### src/rtl/spinor_pkg.sv
package spinor_pkg;
  localparam int FRAME_AW = 24;

  localparam logic [7:0] OPC_WREN   = 8'h06;
  localparam logic [7:0] OPC_STATUS = 8'h05;
  localparam logic [7:0] OPC_READ   = 8'h03;
  localparam logic [7:0] OPC_PROG   = 8'h02;
  localparam logic [7:0] OPC_ERASE  = 8'hD8;

  typedef enum logic [1:0] {
    OP_READ  = 2'd0,
    OP_PROG  = 2'd1,
    OP_ERASE = 2'd2,
    OP_NONE  = 2'd3
  } op_e;

  typedef enum logic [1:0] {
    ST_IDLE,
    ST_FRAME,
    ST_GAP,
    ST_FIN
  } st_e;

  typedef enum logic [1:0] {
    FK_STAT,
    FK_WREN,
    FK_CMD
  } fk_e;

  function automatic logic [7:0] op_code(op_e op);
    case (op)
      OP_PROG:  return OPC_PROG;
      OP_ERASE: return OPC_ERASE;
      default:  return OPC_READ;
    endcase
  endfunction
endpackage

### src/rtl/spinor_shift.sv
module spinor_shift #(
  parameter int CLK_DIV = 2
) (
  input  logic       clk,
  input  logic       rst_n,
  input  logic       start,
  input  logic [7:0] tx_byte,
  input  logic       miso,
  output logic       busy,
  output logic       done,
  output logic [7:0] rx_byte,
  output logic       sck,
  output logic       mosi
);
  localparam int DW = (CLK_DIV > 1) ? $clog2(CLK_DIV) : 1;

  logic [DW-1:0] div_q;
  logic [2:0]    bit_q;
  logic [7:0]    tx_q;

  always_ff @(posedge clk or negedge rst_n) begin
    if (!rst_n) begin
      busy    <= 1'b0;
      done    <= 1'b0;
      rx_byte <= 8'h00;
      sck     <= 1'b0;
      div_q   <= '0;
      bit_q   <= '0;
      tx_q    <= 8'h00;
    end else begin
      done <= 1'b0;
      if (start) begin
        busy  <= 1'b1;
        tx_q  <= tx_byte;
        div_q <= '0;
        bit_q <= '0;
        sck   <= 1'b0;
      end else if (busy) begin
        if (div_q == DW'(CLK_DIV - 1)) begin
          div_q <= '0;
          if (!sck) begin
            sck     <= 1'b1;
            rx_byte <= {rx_byte[6:0], miso};
          end else begin
            sck <= 1'b0;
            if (bit_q == 3'd7) begin
              busy <= 1'b0;
              done <= 1'b1;
            end else begin
              bit_q <= bit_q + 3'd1;
              tx_q  <= {tx_q[6:0], 1'b0};
            end
          end
        end else begin
          div_q <= div_q + 1'b1;
        end
      end
    end
  end

  assign mosi = tx_q[7];


  start_idle_chk: assert property (@(posedge clk) disable iff (!rst_n)
    start |-> !busy);
endmodule

### src/rtl/spinor_check.sv
module spinor_check #(
  parameter int SECTOR_BYTES = 65536,
  parameter int DEV_BYTES    = 2097152,
  parameter int AW           = 24,
  parameter int LW           = 22
) (
  input  logic [1:0]    op,
  input  logic [AW-1:0] addr,
  input  logic [LW-1:0] len,
  output logic          legal
);
  import spinor_pkg::*;
  localparam int SL = $clog2(SECTOR_BYTES);
  localparam int SW = ((AW > LW) ? AW : LW) + 1;

  logic [SW-1:0] end_sum;
  logic          bad_range;
  logic          misalign;

  always_comb begin
    end_sum   = SW'(addr) + SW'(len);
    bad_range = end_sum > SW'(DEV_BYTES);
    misalign  = (addr[SL-1:0] != '0) || (len[SL-1:0] != '0);
    legal     = (op_e'(op) != OP_NONE) && !bad_range &&
                !((op_e'(op) == OP_ERASE) && misalign);
  end
endmodule

### src/rtl/spi_nor_cmd_ctrl.sv
module spi_nor_cmd_ctrl #(
  parameter int CLK_DIV      = 2,
  parameter int PAGE_BYTES   = 256,
  parameter int SECTOR_BYTES = 65536,
  parameter int NUM_SECTORS  = 32,
  parameter int POLL_LIMIT   = 100000,
  localparam int DEV_BYTES   = SECTOR_BYTES * NUM_SECTORS,
  localparam int LEN_W       = $clog2(DEV_BYTES) + 1
) (
  input  logic             clk,
  input  logic             rst_n,
  input  logic             req_valid,
  output logic             req_ready,
  input  logic [1:0]       req_op,
  input  logic [23:0]      req_addr,
  input  logic [LEN_W-1:0] req_len,
  input  logic             wr_valid,
  output logic             wr_ready,
  input  logic [7:0]       wr_data,
  output logic             rd_valid,
  input  logic             rd_ready,
  output logic [7:0]       rd_data,
  output logic             done,
  output logic             done_err,
  output logic [LEN_W-1:0] done_bytes,
  output logic             spi_cs_n,
  output logic             spi_sck,
  output logic             spi_mosi,
  input  logic             spi_miso
);
  import spinor_pkg::*;

  localparam int AW    = FRAME_AW;
  localparam int LW    = LEN_W;
  localparam int PG_LG = $clog2(PAGE_BYTES);
  localparam int DW    = (CLK_DIV > 1) ? $clog2(CLK_DIV) : 1;
  localparam int PW    = $clog2(POLL_LIMIT + 1);

  st_e            st;
  fk_e            kind;
  op_e            op_q;
  logic [2:0]     hdr_idx;
  logic [2:0]     hdr_total;
  logic [LW-1:0]  data_cnt;
  logic [LW-1:0]  left_q;
  logic [LW-1:0]  unit_len;
  logic [LW-1:0]  data_len;
  logic [LW-1:0]  page_room;
  logic [LW-1:0]  bytes_q;
  logic [AW-1:0]  cur_addr;
  logic [PW-1:0]  poll_cnt;
  logic [DW-1:0]  gap_cnt;
  logic           inflight, rd_hold, stat_busy, err_q;
  logic [7:0]     rd_q, tx_b, sh_rx;
  logic           sh_start, sh_busy, sh_done;
  logic           in_hdr, in_data, frame_end, req_legal;

  spinor_check #(
    .SECTOR_BYTES(SECTOR_BYTES), .DEV_BYTES(DEV_BYTES), .AW(AW), .LW(LW)
  ) u_check (
    .op(req_op), .addr(req_addr), .len(req_len), .legal(req_legal)
  );

  spinor_shift #(.CLK_DIV(CLK_DIV)) u_shift (
    .clk(clk), .rst_n(rst_n), .start(sh_start), .tx_byte(tx_b),
    .miso(spi_miso), .busy(sh_busy), .done(sh_done), .rx_byte(sh_rx),
    .sck(spi_sck), .mosi(spi_mosi)
  );

  // size of the current page, sector or read burst
  always_comb begin
    page_room = LW'(PAGE_BYTES) - LW'(cur_addr[PG_LG-1:0]);
    case (op_q)
      OP_PROG:  unit_len = (left_q < page_room) ? left_q : page_room;
      OP_ERASE: unit_len = LW'(SECTOR_BYTES);
      default:  unit_len = left_q;
    endcase
    data_len = (op_q == OP_ERASE) ? '0 : unit_len;
    case (kind)
      FK_STAT: hdr_total = 3'd2;
      FK_WREN: hdr_total = 3'd1;
      default: hdr_total = 3'd4;
    endcase
    in_hdr  = hdr_idx < hdr_total;
    in_data = (kind == FK_CMD) && !in_hdr && (data_cnt < data_len);
  end

  always_comb begin
    tx_b = 8'h00;
    case (kind)
      FK_STAT: if (hdr_idx == 3'd0) tx_b = OPC_STATUS;
      FK_WREN: tx_b = OPC_WREN;
      default: begin
        if (in_hdr) begin
          case (hdr_idx)
            3'd0:    tx_b = op_code(op_q);
            3'd1:    tx_b = cur_addr[23:16];
            3'd2:    tx_b = cur_addr[15:8];
            default: tx_b = cur_addr[7:0];
          endcase
        end else if (op_q == OP_PROG) begin
          tx_b = wr_data;
        end
      end
    endcase
  end

  assign sh_start  = (st == ST_FRAME) && !inflight && !sh_busy &&
                     (in_hdr || (in_data && ((op_q == OP_PROG) ? wr_valid : !rd_hold)));
  assign wr_ready  = (st == ST_FRAME) && !inflight && in_data && (op_q == OP_PROG);
  assign frame_end = (st == ST_FRAME) && !inflight && !in_hdr && !in_data && !rd_hold;

  always_ff @(posedge clk or negedge rst_n) begin
    if (!rst_n) begin
      st        <= ST_IDLE;
      kind      <= FK_STAT;
      op_q      <= OP_READ;
      hdr_idx   <= '0;
      data_cnt  <= '0;
      left_q    <= '0;
      bytes_q   <= '0;
      cur_addr  <= '0;
      poll_cnt  <= '0;
      gap_cnt   <= '0;
      inflight  <= 1'b0;
      rd_hold   <= 1'b0;
      stat_busy <= 1'b0;
      err_q     <= 1'b0;
      rd_q      <= 8'h00;
    end else begin
      if (rd_hold && rd_ready) rd_hold <= 1'b0;
      if (sh_start) inflight <= 1'b1;
      if (sh_done) begin
        inflight <= 1'b0;
        if (in_hdr) begin
          hdr_idx <= hdr_idx + 3'd1;
          if (kind == FK_STAT && hdr_idx == 3'd1) stat_busy <= sh_rx[0];
        end else begin
          data_cnt <= data_cnt + 1'b1;
          if (op_q == OP_READ) begin
            rd_q    <= sh_rx;
            rd_hold <= 1'b1;
          end
        end
      end
      case (st)
        ST_IDLE: if (req_valid) begin
          op_q     <= op_e'(req_op);
          cur_addr <= req_addr;
          left_q   <= req_len;
          bytes_q  <= '0;
          poll_cnt <= '0;
          err_q    <= !req_legal;
          if (!req_legal || req_len == '0) begin
            st <= ST_FIN;
          end else begin
            st       <= ST_FRAME;
            kind     <= FK_STAT;
            hdr_idx  <= '0;
            data_cnt <= '0;
          end
        end
        ST_FRAME: if (frame_end) begin
          st      <= ST_GAP;
          gap_cnt <= '0;
        end
        ST_GAP: if (gap_cnt == DW'(CLK_DIV - 1)) begin
          st       <= ST_FRAME;
          hdr_idx  <= '0;
          data_cnt <= '0;
          case (kind)
            FK_STAT: begin
              if (stat_busy) begin
                if (poll_cnt == PW'(POLL_LIMIT - 1)) begin
                  st    <= ST_FIN;
                  err_q <= 1'b1;
                end else begin
                  poll_cnt <= poll_cnt + 1'b1;
                end
              end else begin
                poll_cnt <= '0;
                kind     <= (op_q == OP_READ) ? FK_CMD : FK_WREN;
              end
            end
            FK_WREN: kind <= FK_CMD;
            default: begin
              bytes_q  <= bytes_q + unit_len;
              cur_addr <= cur_addr + AW'(unit_len);
              left_q   <= left_q - unit_len;
              kind     <= FK_STAT;
              if (left_q == unit_len) st <= ST_FIN;
            end
          endcase
        end else begin
          gap_cnt <= gap_cnt + 1'b1;
        end
        default: st <= ST_IDLE;
      endcase
    end
  end

  assign req_ready  = (st == ST_IDLE);
  assign spi_cs_n   = (st != ST_FRAME);
  assign rd_valid   = rd_hold;
  assign rd_data    = rd_q;
  assign done       = (st == ST_FIN);
  assign done_err   = err_q;
  assign done_bytes = bytes_q;


  cs_sck_chk: assert property (@(posedge clk) disable iff (!rst_n)
    spi_cs_n |-> !spi_sck);

  rd_hold_chk: assert property (@(posedge clk) disable iff (!rst_n)
    (rd_valid && !rd_ready) |=> (rd_valid && $stable(rd_data)));

  poll_bound_chk: assert property (@(posedge clk) disable iff (!rst_n)
    poll_cnt < PW'(POLL_LIMIT));

  wr_in_frame_chk: assert property (@(posedge clk) disable iff (!rst_n)
    wr_ready |-> !spi_cs_n);

  done_pulse_chk: assert property (@(posedge clk) disable iff (!rst_n)
    done |=> !done);

  busy_req_chk: assert property (@(posedge clk) disable iff (!rst_n)
    !spi_cs_n |-> !req_ready);
endmodule

### config.mk
export PLATFORM = sky130hd
export DESIGN_NAME = spi_nor_cmd_ctrl
export DESIGN_NICKNAME = d
export VERILOG_FILES = /design/src/rtl/spinor_pkg.sv /design/src/rtl/spinor_shift.sv /design/src/rtl/spinor_check.sv /design/src/rtl/spi_nor_cmd_ctrl.sv
export SDC_FILE = /design/constraint.sdc
export NUM_CORES = 1
export LEC_CHECK = 0
export BUFFER_PORTS_ARGS = -buffer_cell sky130_fd_sc_hd__buf_2
export CORE_MARGIN = 10
export CORE_UTILIZATION = 60
export CTS_CLUSTER_DIAMETER = 40
export CTS_CLUSTER_SIZE = 20
export DETAILED_ROUTE_END_ITERATION = 10
export PLACE_DENSITY = 0.81
export SLEW_MARGIN = 20
export SYNTH_ARGS = -nofsm -noshare
export SYNTH_HDL_FRONTEND = slang
export SYNTH_SLANG_ARGS = --single-unit
### constraint.sdc
create_clock -name clk -period 12.5 [get_ports clk]
set_input_delay 2.5 -clock clk [delete_from_list [all_inputs] [get_ports clk]]
set_output_delay 2.5 -clock clk [all_outputs]
set_load 0.01 [all_outputs]
# Word level (Yosys, flattened, before mapping)
# Index checks and enable logic that the tools add are counted.
[totals] reg_bits=152 input_bits=62
[classes] addsub=11 order_cmp=4 n_eq_ne=26 mux=99 bitwise_logic=3 n_reduce_logical=53
[ops] operator="$mux 22" count=13
[ops] operator="$pmux 22 s2" count=4
[ops] operator="$mux 17" count=5
[ops] operator="$mux 24" count=3
[ops] operator="$mux 8" count=7
[ops] operator="$pmux 24 s2" count=1
[ops] operator="$lt 22x22->1" count=2
[ops] operator="$pmux 17 s2" count=1
[ops] operator="$mux 3" count=11
[ops] operator="$pmux 8 s2" count=2
[ops] operator="$reduce_bool 16->1" count=2
[ops] operator="$mux 1" count=31
[ops] operator="$add 24x22->25" count=1
[ops] operator="$gt 25x22->1 const B" count=1
[ops] operator="$add 24x22->24" count=1
[ops] operator="$mux 2" count=12
[ops] operator="$pmux 8 s3" count=1
[ops] operator="$add 22x1->22 const B" count=1
[ops] operator="$add 22x22->22" count=1
[ops] operator="$eq 22x22->1" count=1
[ops] operator="$logic_not 22->1" count=1
[ops] operator="$sub 22x22->22" count=1
[ops] operator="$ne 2x2->1 const B" count=10
[ops] operator="$add 17x1->17 const B" count=1
[ops] operator="other kinds (29)" count=82

# Depth between registers and ports, before layout
# Gate-level depths: netlist of the first run.
[depth] word_depth=12 mapped_depth=27

# Cells and area by module
# A second synthesis of the first run with hierarchy kept.
[unflattened] cells_unflattened=1563 area_unflattened_um2=13177.6
[modules_own_cells] mod="spi_nor_cmd_ctrl" n_inst=1 cells_per_inst=1296 area_each_um2=10677.7 seq_area_each_um2=3228.1
[modules_own_cells] mod="spinor_check" n_inst=1 cells_per_inst=198 area_each_um2=1436.4 seq_area_each_um2=0.0
[modules_own_cells] mod="spinor_shift" n_inst=1 cells_per_inst=69 area_each_um2=1063.5 seq_area_each_um2=575.6

# Worst setup path before layout of the first run
# OpenSTA, ideal clock, no wires.
[synth_timing] kind="register to output" startpoint="register cur_addr[0]" endpoint="output wr_ready" arrival_time_ps=5052 slack_ps=4948 stages_incl_launch_ff=23 path_cell_list="dfrtp_1 > clkbuf_1 > nor3_1 > nor3b_1 > xnor2_1 > inv_1 > ha_1 > a21o_1 > a211o_1 > a31oi_1 > a21oi_1 > o31ai_2 > clkbuf_1 > a22oi_1 > or2_2 > ha_1 > a21oi_1 > nor2b_1 > o21ai_0 > nand2b_1 > a2111oi_0 > o21ai_1 > nor4_1"
[synth_between] elab_chain_len=9
[synth_lines] element="start: declaration" line_no="spi_nor_cmd_ctrl.sv:50" text="logic [AW-1:0] cur_addr;"
[synth_lines] element="start signal: assignment" line_no="spi_nor_cmd_ctrl.sv:149" text="cur_addr <= req_addr;"
[synth_lines] element="start signal: assignment" line_no="spi_nor_cmd_ctrl.sv:188" text="cur_addr <= cur_addr + AW'(unit_len);"
[synth_lines] element="$sub 9x8->10 (*)" line_no="spi_nor_cmd_ctrl.sv:72" text="page_room = LW'(PAGE_BYTES) - LW'(cur_addr[PG_LG-1:0]);"
[synth_lines] element="$lt 22x22->1" line_no="spi_nor_cmd_ctrl.sv:74" text="OP_PROG: unit_len = (left_q < page_room) ? left_q : page_room;"
[synth_lines] element="$mux 22 (*)" line_no="spi_nor_cmd_ctrl.sv:74"
[synth_lines] element="$pmux 22 s2 (*)" line_no="spi_nor_cmd_ctrl.sv:73" text="case (op_q)"
[synth_lines] element="$mux 22 (*)" line_no="spi_nor_cmd_ctrl.sv:78" text="data_len = (op_q == OP_ERASE) ? '0 : unit_len;"
[synth_lines] element="$lt 22x22->1 (*)" line_no="spi_nor_cmd_ctrl.sv:85" text="in_data = (kind == FK_CMD) && !in_hdr && (data_cnt < data_len);"
[synth_lines] element="$logic_and 1x1->1 (*)" line_no="spi_nor_cmd_ctrl.sv:85"
[synth_lines] element="$logic_and 1x1->1 (*) (2 in a row)" line_no="spi_nor_cmd_ctrl.sv:110" text="assign wr_ready = (st == ST_FRAME) && !inflight && in_data && (op_q == OP_PROG);"
[synth_lines] element="end: declaration" line_no="spi_nor_cmd_ctrl.sv:18" text="output logic wr_ready,"
# Every way passes the cells marked *; elsewhere a longest branch is shown, timed or not.

# Worst setup path in the final report of the first run
# Same ends and word-level chain as after synthesis.

==> qor.yml, run 1 <==
grt_antenna_before_repair: 0
fin_util_pct: 66.75
cts.clk_slew.worst_paths_ns: 0.07
outcome: "completed"
setup_viol: 0
num_rows: 54
slew_violations: 0
layout_common_cells: "160 x nand2_1, 152 x dfrtp_1, 130 x ha_1"
powerDensity_nw_per_um2: 293.8
ys_seq_area_share_pct: 28.84
cts_resized: 0
grt_max_degree: 81
tritoncts: "done"
ctsHoldBuffers: 0
vias_per_cell: 6.515
cp.arrival_ns: 5.91
critical-path-slowest-cell: "dfrtp_1"
crit_required_ns: 10.00
yosys.area.top_type_share_pct: 28.84
drive_gt1_share_pct: 14.03
core_area_um2: 21760
synth-main-ff-cell: "dfrtp_1"
cts.htree.levels: 4
relSlewSlack_pct: 28.65
cts_buffer_depth: 2
worst-setup-path-type: "reg2out"
max_stage_delay_ns: 0.51
num_io_pins: 100
fill_cells: 1807
yosysUniqueCellTypes: 92
postSynth.asyncResetShare_pct: 100.0
antennaDiodeCount: 0
dieHeight_um: 168.3
endpoint_kind: "primary output"
hold_viol_final: 0
gp_congestion: 0.9864
syn_nets: 1779
overflow: 0
synth_area_um2: 13190
grt_pass1_wl_mm: 64.98
wl_per_cell_um: 21.41
start_util_pct: 60.63
worst_slew_pin_slew_ns: 1.043
place_hpwl_mm: 31.78
cp_cell_sequence: "nor3_1 > nor3b_1 > xnor2_1 > inv_1 > ha_1 > a21o_1 > a211o_1 > a31oi_1 > a21oi_1 > o31ai_2 > buf_4 > a22oi_1 > or2_2 > ha_1 > a21oi_1 > nor2b_1 > o21ai_0 > nand2b_1 > a2111oi_0 > o21ai_1 > nor4_1 > buf_2"
clock_latency_ns: 0.45
crit_family: "compound AO/OA/AOI/OAI gates"
whs_ns: 0.5031
fmax_mhz: 118.8
drv_cap: 0
fin_crit_sh_pct: 67.31
critPathLaunch: "cur_addr[0]$_DFFE_PN0P_"
final.setup.tns_ns: 0
io_buffers: 99
finClkSkew_ns: 0.01523
ys_warn_count: 0
reg2reg_from: "cur_addr[0]$_DFFE_PN0P_"
cts_buffers: 17
clockRootBuffer: "clkbuf_16"
vias: 12692
synthCells: 1583
ant_nets: 0
final_common_cell: "nand2_1"
fin_crit_ns: 8.414
synth_edf_count: 0
nNetsFinal: 1851
ys_ff_latch: 152
grt_pass1_vias: 12037
clock_sinks: 152
crit_path_start_kind: "flip-flop"
postCtsSetupBuffers: 0
synth_area_leader_cell: "dfrtp_1"
grt_usage_pct: 28.20
power_w: 0.004266
drcViolationCount: 0
p_leak_nw: 6.757
hold_class: "reg2reg"
hp-start: "u_shift.rx_byte[7]$_DFFE_PN0P_"
die_w_um: 168.3
worstPathMaxFanout: 26
wl_mm: 41.70
worst-path-buf-inv: 3
ir_drop_uv: 133.7
dieArea_um2: 28310
synth.area.top_cells: "dfrtp_1 29%, ha_1 12%, a21oi_1 4.6%"
syn_to_final_growth_pct: 10.09
syn_area_per_cell_um2: 8.332
drtPass1Iterations: 8
drt_iter0_drc: 1192
rsz0062_at_grt: "no"
[path summary, 6_finish.rpt]
kind	to	slack [ns]	cells after the start
max in group asynchronous	done_bytes[12]$_DFFE_PN0P_	8.94	2
max	wr_ready	4.09	22
min reg2reg	rd_data[7]$_DFFE_PN0P_	0.50	1
min in group asynchronous	u_shift.div_q$_DFFE_PN0P_	2.10	1
min	rd_data[7]$_DFFE_PN0P_	0.50	1
max reg2reg	done_bytes[21]$_DFFE_PN0P_	5.65	22
[routing by layer]
metal	up-vias	GRT usage [%]	routed length [um]
met5	-	0	0
met4	0	10.56	1363
met3	87	6.193	3740
met2	590	45.03	19090
met1	6033	36.62	17500
li1	5982	-	-
[through the flow]
step                      area [um^2]  worst slack [ns]  instances
after global routing            14520             3.675       1948
after floorplan                 13190             4.948       1583
after global placement          13890             4.951       1915
final                           14520             4.086       1948
after CTS                       14490             4.221       1947
after detailed placement        13890             4.722       1915
[cells by family after synthesis]
kind of cell             synth area share, %
flip-flops                             28.84
AND/OR/NAND/NOR                        21.89
buffers and inverters                  3.927
multiplexers                           2.390
adder cells (fa/ha/maj)                12.94
AO/OA/AOI/OAI                          24.50
XOR/XNOR                               5.511
[synthesized netlist by cell type, types with 7 or more instances]
cell      instances
dfrtp_1         152
a21o_1           53
nor2b_1          12
a222oi_1          8
mux2_2           20
o21a_1           17
o211ai_1         17
nor4_1           25
nand4_1          26
a22oi_1          10
nand3_1          45
or2_2            15
nand2_1         160
ha_1            130
xor2_1           32
inv_1            71
a21oi_2          23
nor2_1          128
nor3_1           37
a211o_1           9
a21oi_1         121
a211oi_1         13
or4_1             8
and3_1           31
o21ai_0          97
clkbuf_1         47
or3_1            15
o21bai_1          8
o31ai_1          10
o41ai_1           7
a31oi_1          15
nand2b_1         24
mux2i_1           9
xnor2_1          51
and2_1           21
[where the power goes]
group | internal [W] | total (W) | switching [W] | leakage, nW
Clock | 0.000270 | 0.000528 | 0.000258 | 0.287
Combinational | 0.00112 | 0.00288 | 0.00176 | 4.52
Sequential | 0.000649 | 0.000857 | 0.000208 | 1.95
[layout make-up]
cell class,count,area (um^2),area share [%]
Tap cell,280,350.3,2.413
Clock inverter,15,178.9,1.232
Timing Repair Buffer,108,589.3,4.058
Sequential cell,152,3804,26.19
Clock buffer,17,425.4,2.930
Inverter,73,274.0,1.887
Multi-Input combinational cell,1303,8900,61.29
[registers in the layout (all words and copies together), names as in the netlist, 2 cells and up]
register	count
cur_addr	24
data_cnt	22
done_bytes	22
hdr_idx	3
kind	2
left_q	22
op_q	2
poll_cnt	17
rd_data	8
st	2
u_shift.bit_q	3
u_shift.rx_byte	8
u_shift.tx_q	8
(Power assumes the default switching activity.)
==> run 2, diff against run 1 <==
clock period = 8.1 ns   (was 12.5 ns; I/O delays follow)
==> run 2 against run 1 <==
  * Final cell count unchanged
  * Routed wire length increased by 0.29%
  * Total power increased by 55%
  * Count of clock-buffer cells in the layout unchanged
  * Critical path depth decreased by 1
  * Utilization decreased by 0.052 points
  * Highest routed layer unchanged
  * First-iteration DRC count increased by 1.3%
  * Clock power increased by 55%
  * Register-to-register slack got worse by 4.5 ns
==> qor.yml, run 2 (synthesized netlist as in run 1, its figures left out) <==
p_leak_nw: 6.752  # was 6.757 nW
start_util_pct: 60.63  # unchanged
antennaDiodeCount: 0  # unchanged
grt_antenna_before_repair: 0  # unchanged
hold_class: "reg2reg"  # unchanged
vias_per_cell: 6.544  # was 6.515
outcome: "completed"  # unchanged
num_io_pins: 100  # unchanged
reg2reg_from: "cur_addr[0]$_DFFE_PN0P_"  # unchanged
drt_iter0_drc: 1208  # was 1192
relSlewSlack_pct: 34.23  # was 28.65%
fin_crit_sh_pct: 94.13
core_area_um2: 21760  # unchanged
num_rows: 54  # unchanged
setup_viol: 0  # unchanged
fmax_mhz: 131.2
rsz0062_at_grt: "no"  # unchanged
drive_gt1_share_pct: 14.03  # unchanged
drcViolationCount: 0  # unchanged
place_hpwl_mm: 32.03  # was 31.78 mm
p_clk_share_pct: 12.4  # about the same
place_area_um2: 13900  # was 13890 um^2
final.setup.tns_ns: 0  # unchanged
p_comb_share_pct: 67.5  # about the same
fin_ws_ns: 0.4756  # was 4.086 ns
hp-start: "rd_data[3]$_DFFE_PN0P_"  # was u_shift.rx_byte[7]$_DFFE_PN0P_
p_switching_w: 0.003458  # was 0.002230 W
gp_congestion: 1.009  # was 0.9864
clock_sinks: 152  # unchanged
fill_cells: 1826  # was 1807
dieHeight_um: 168.3  # unchanged
wl_mm: 41.82  # was 41.70 mm
cp.arrival_ns: 6.00  # was 5.91 ns
drtPass1Iterations: 6  # was 8
preCtsSetupSlack_ns: 0.9984  # was 4.722 ns
clock_latency_ns: 0.45  # about the same
grt_pass1_vias: 12351  # was 12037
cp_cell_sequence: "nor3_1 > nor3b_1 > xnor2_1 > inv_1 > ha_1 > and3_1 > a31oi_1 > a21oi_1 > nor2_1 > nor3_1 > a22oi_1 > or2_2 > ha_1 > a21oi_1 > nor2b_1 > o21ai_0 > nand2b_1 > a2111oi_0 > o21ai_1 > nor4_1 > buf_2"  # was nor3_1 > nor3b_1 > xnor2_1 > inv_1 > ha_1 > a21o_1 > a211o_1 > a31oi_1 > a21oi_1 > o31ai_2 > buf_4 > a22oi_1 > or2_2 > ha_1 > a21oi_1 > nor2b_1 > o21ai_0 > nand2b_1 > a2111oi_0 > o21ai_1 > nor4_1 > buf_2
die_w_um: 168.3  # unchanged
ctsHoldBuffers: 0  # unchanged
critical-path-slowest-cell: "nor3_1"  # was dfrtp_1
fin_cells: 1948  # unchanged
ant_nets: 0  # unchanged
crit_path_start_kind: "flip-flop"  # unchanged
worstPathMaxFanout: 9  # was 26
grt_max_degree: 82  # was 81
dp.cells: 1916  # was 1915
slew_violations: 0  # unchanged
ir_drop_uv: 246.2  # was 133.7 uV
final_common_cell: "nand2_1"  # unchanged
cts_buffer_depth: 2  # unchanged
clockRootBuffer: "clkbuf_16"  # unchanged
powerDensity_nw_per_um2: 454.9  # was 293.8 nW/um^2
vias: 12748  # was 12692
finalInstanceArea_um2: 14510  # was 14520 um^2
top_register: "cur_addr"  # unchanged
p_seq_share_pct: 20.1  # about the same
largest_register_ffs: 24  # unchanged
crit_required_ns: 6.48  # was 10.00 ns
cts.clk_slew.worst_paths_ns: 0.07  # about the same
grt_pass1_wl_mm: 66.47  # was 64.98 mm
cts_buffers: 17  # unchanged
worst_slew_pin_slew_ns: 0.9865  # was 1.043 ns
nNetsFinal: 1851  # unchanged
critPathLaunch: "cur_addr[0]$_DFFE_PN0P_"  # unchanged
overflow: 0  # unchanged
wl_per_cell_um: 21.47  # was 21.41 um
max_stage_delay_ns: 0.66  # was 0.51 ns
dieArea_um2: 28310  # unchanged
drv_cap: 0  # unchanged
internal_power_w: 0.003143  # was 0.002036 W
hold_viol_final: 0  # unchanged
finClkSkew_ns: 0.01668  # was 0.01523 ns
endpoint_kind: "primary output"  # unchanged
cts.htree.levels: 4  # unchanged
worst-setup-path-type: "reg2out"  # unchanged
layout_common_cells: "160 x nand2_1, 152 x dfrtp_1, 130 x ha_1"  # unchanged
syn_to_final_growth_pct: 10.01  # was 10.09%
tritoncts: "done"  # unchanged
io_buffers: 99  # unchanged
swShare_pct: 52.39  # was 52.27%
fin_crit_ns: 7.624
grt_usage_pct: 28.78  # was 28.20%
whs_ns: 0.5007  # was 0.5031 ns
run 2: cell type report:
cell class                 count  area, um^2  area share (%)
multi-input combinational   1303        8909           61.40
sequential                   152        3804           26.21
timing repair buffer         108       569.3           3.923
clock buffer                  17       425.4           2.932
tap                          280       350.3           2.414
inverter                      73       274.0           1.888
clock inverter                15       178.9           1.233
run 2: final timing paths:
path                                                     end  slack, ns  cells after the start
worst min register to register        rd_data[3]$_DFFE_PN0P_       0.50                      1
max in group asynchronous             left_q[19]$_DFFE_PN0P_       5.44                      2
worst max-delay path                                wr_ready       0.48                     21
worst min-delay path                  rd_data[3]$_DFFE_PN0P_       0.50                      1
min in group asynchronous       u_shift.bit_q[2]$_DFFE_PN0P_       1.19                      1
worst max register to register        left_q[18]$_DFFE_PN0P_       1.12                     22
run 2: metal layers:
metal  track usage (%)  routed length (um)  up-vias
li1                  -                   -     5979
met1             36.88               17090     6084
met2             45.46               19030      589
met3             6.542                3985       96
met4             12.76                1717        0
met5                 0                   0        -
run 2: metrics by stage:
stage          power [W]  utilization (%)
5_1_grt         0.007095            66.70
2_1_floorplan   0.004438                -
3_3_place_gp    0.005581            63.88
6_report        0.006601            66.70
3_5_place_dp    0.005641            63.88
4_1_cts         0.006498            66.66
run 2: critical path: cells and delay by family (launching register included):
family          cells  cell delay [ns]
compound gates      7             1.56
flops               1             0.50
fa+ha+maj           2             0.59
buf+inv             2             0.29
xor+xnor            1             0.17
simple gates        9             2.45
run 2: power groups by stage:
stage | logic [W] | clock network, W | registers, W
2_1_floorplan | 0.00323 | 0 | 0.00121
3_3_place_gp | 0.00426 | 0 | 0.00132
3_5_place_dp | 0.00431 | 0 | 0.00133
4_1_cts | 0.00437 | 0.000818 | 0.00131
5_1_grt | 0.00489 | 0.000850 | 0.00135
6_report | 0.00445 | 0.000819 | 0.00133
run 2: what timing repair did:
item	CTS	global route
buffers inserted	0	0
resized for setup	0	1
setup endpoints to repair	0	1
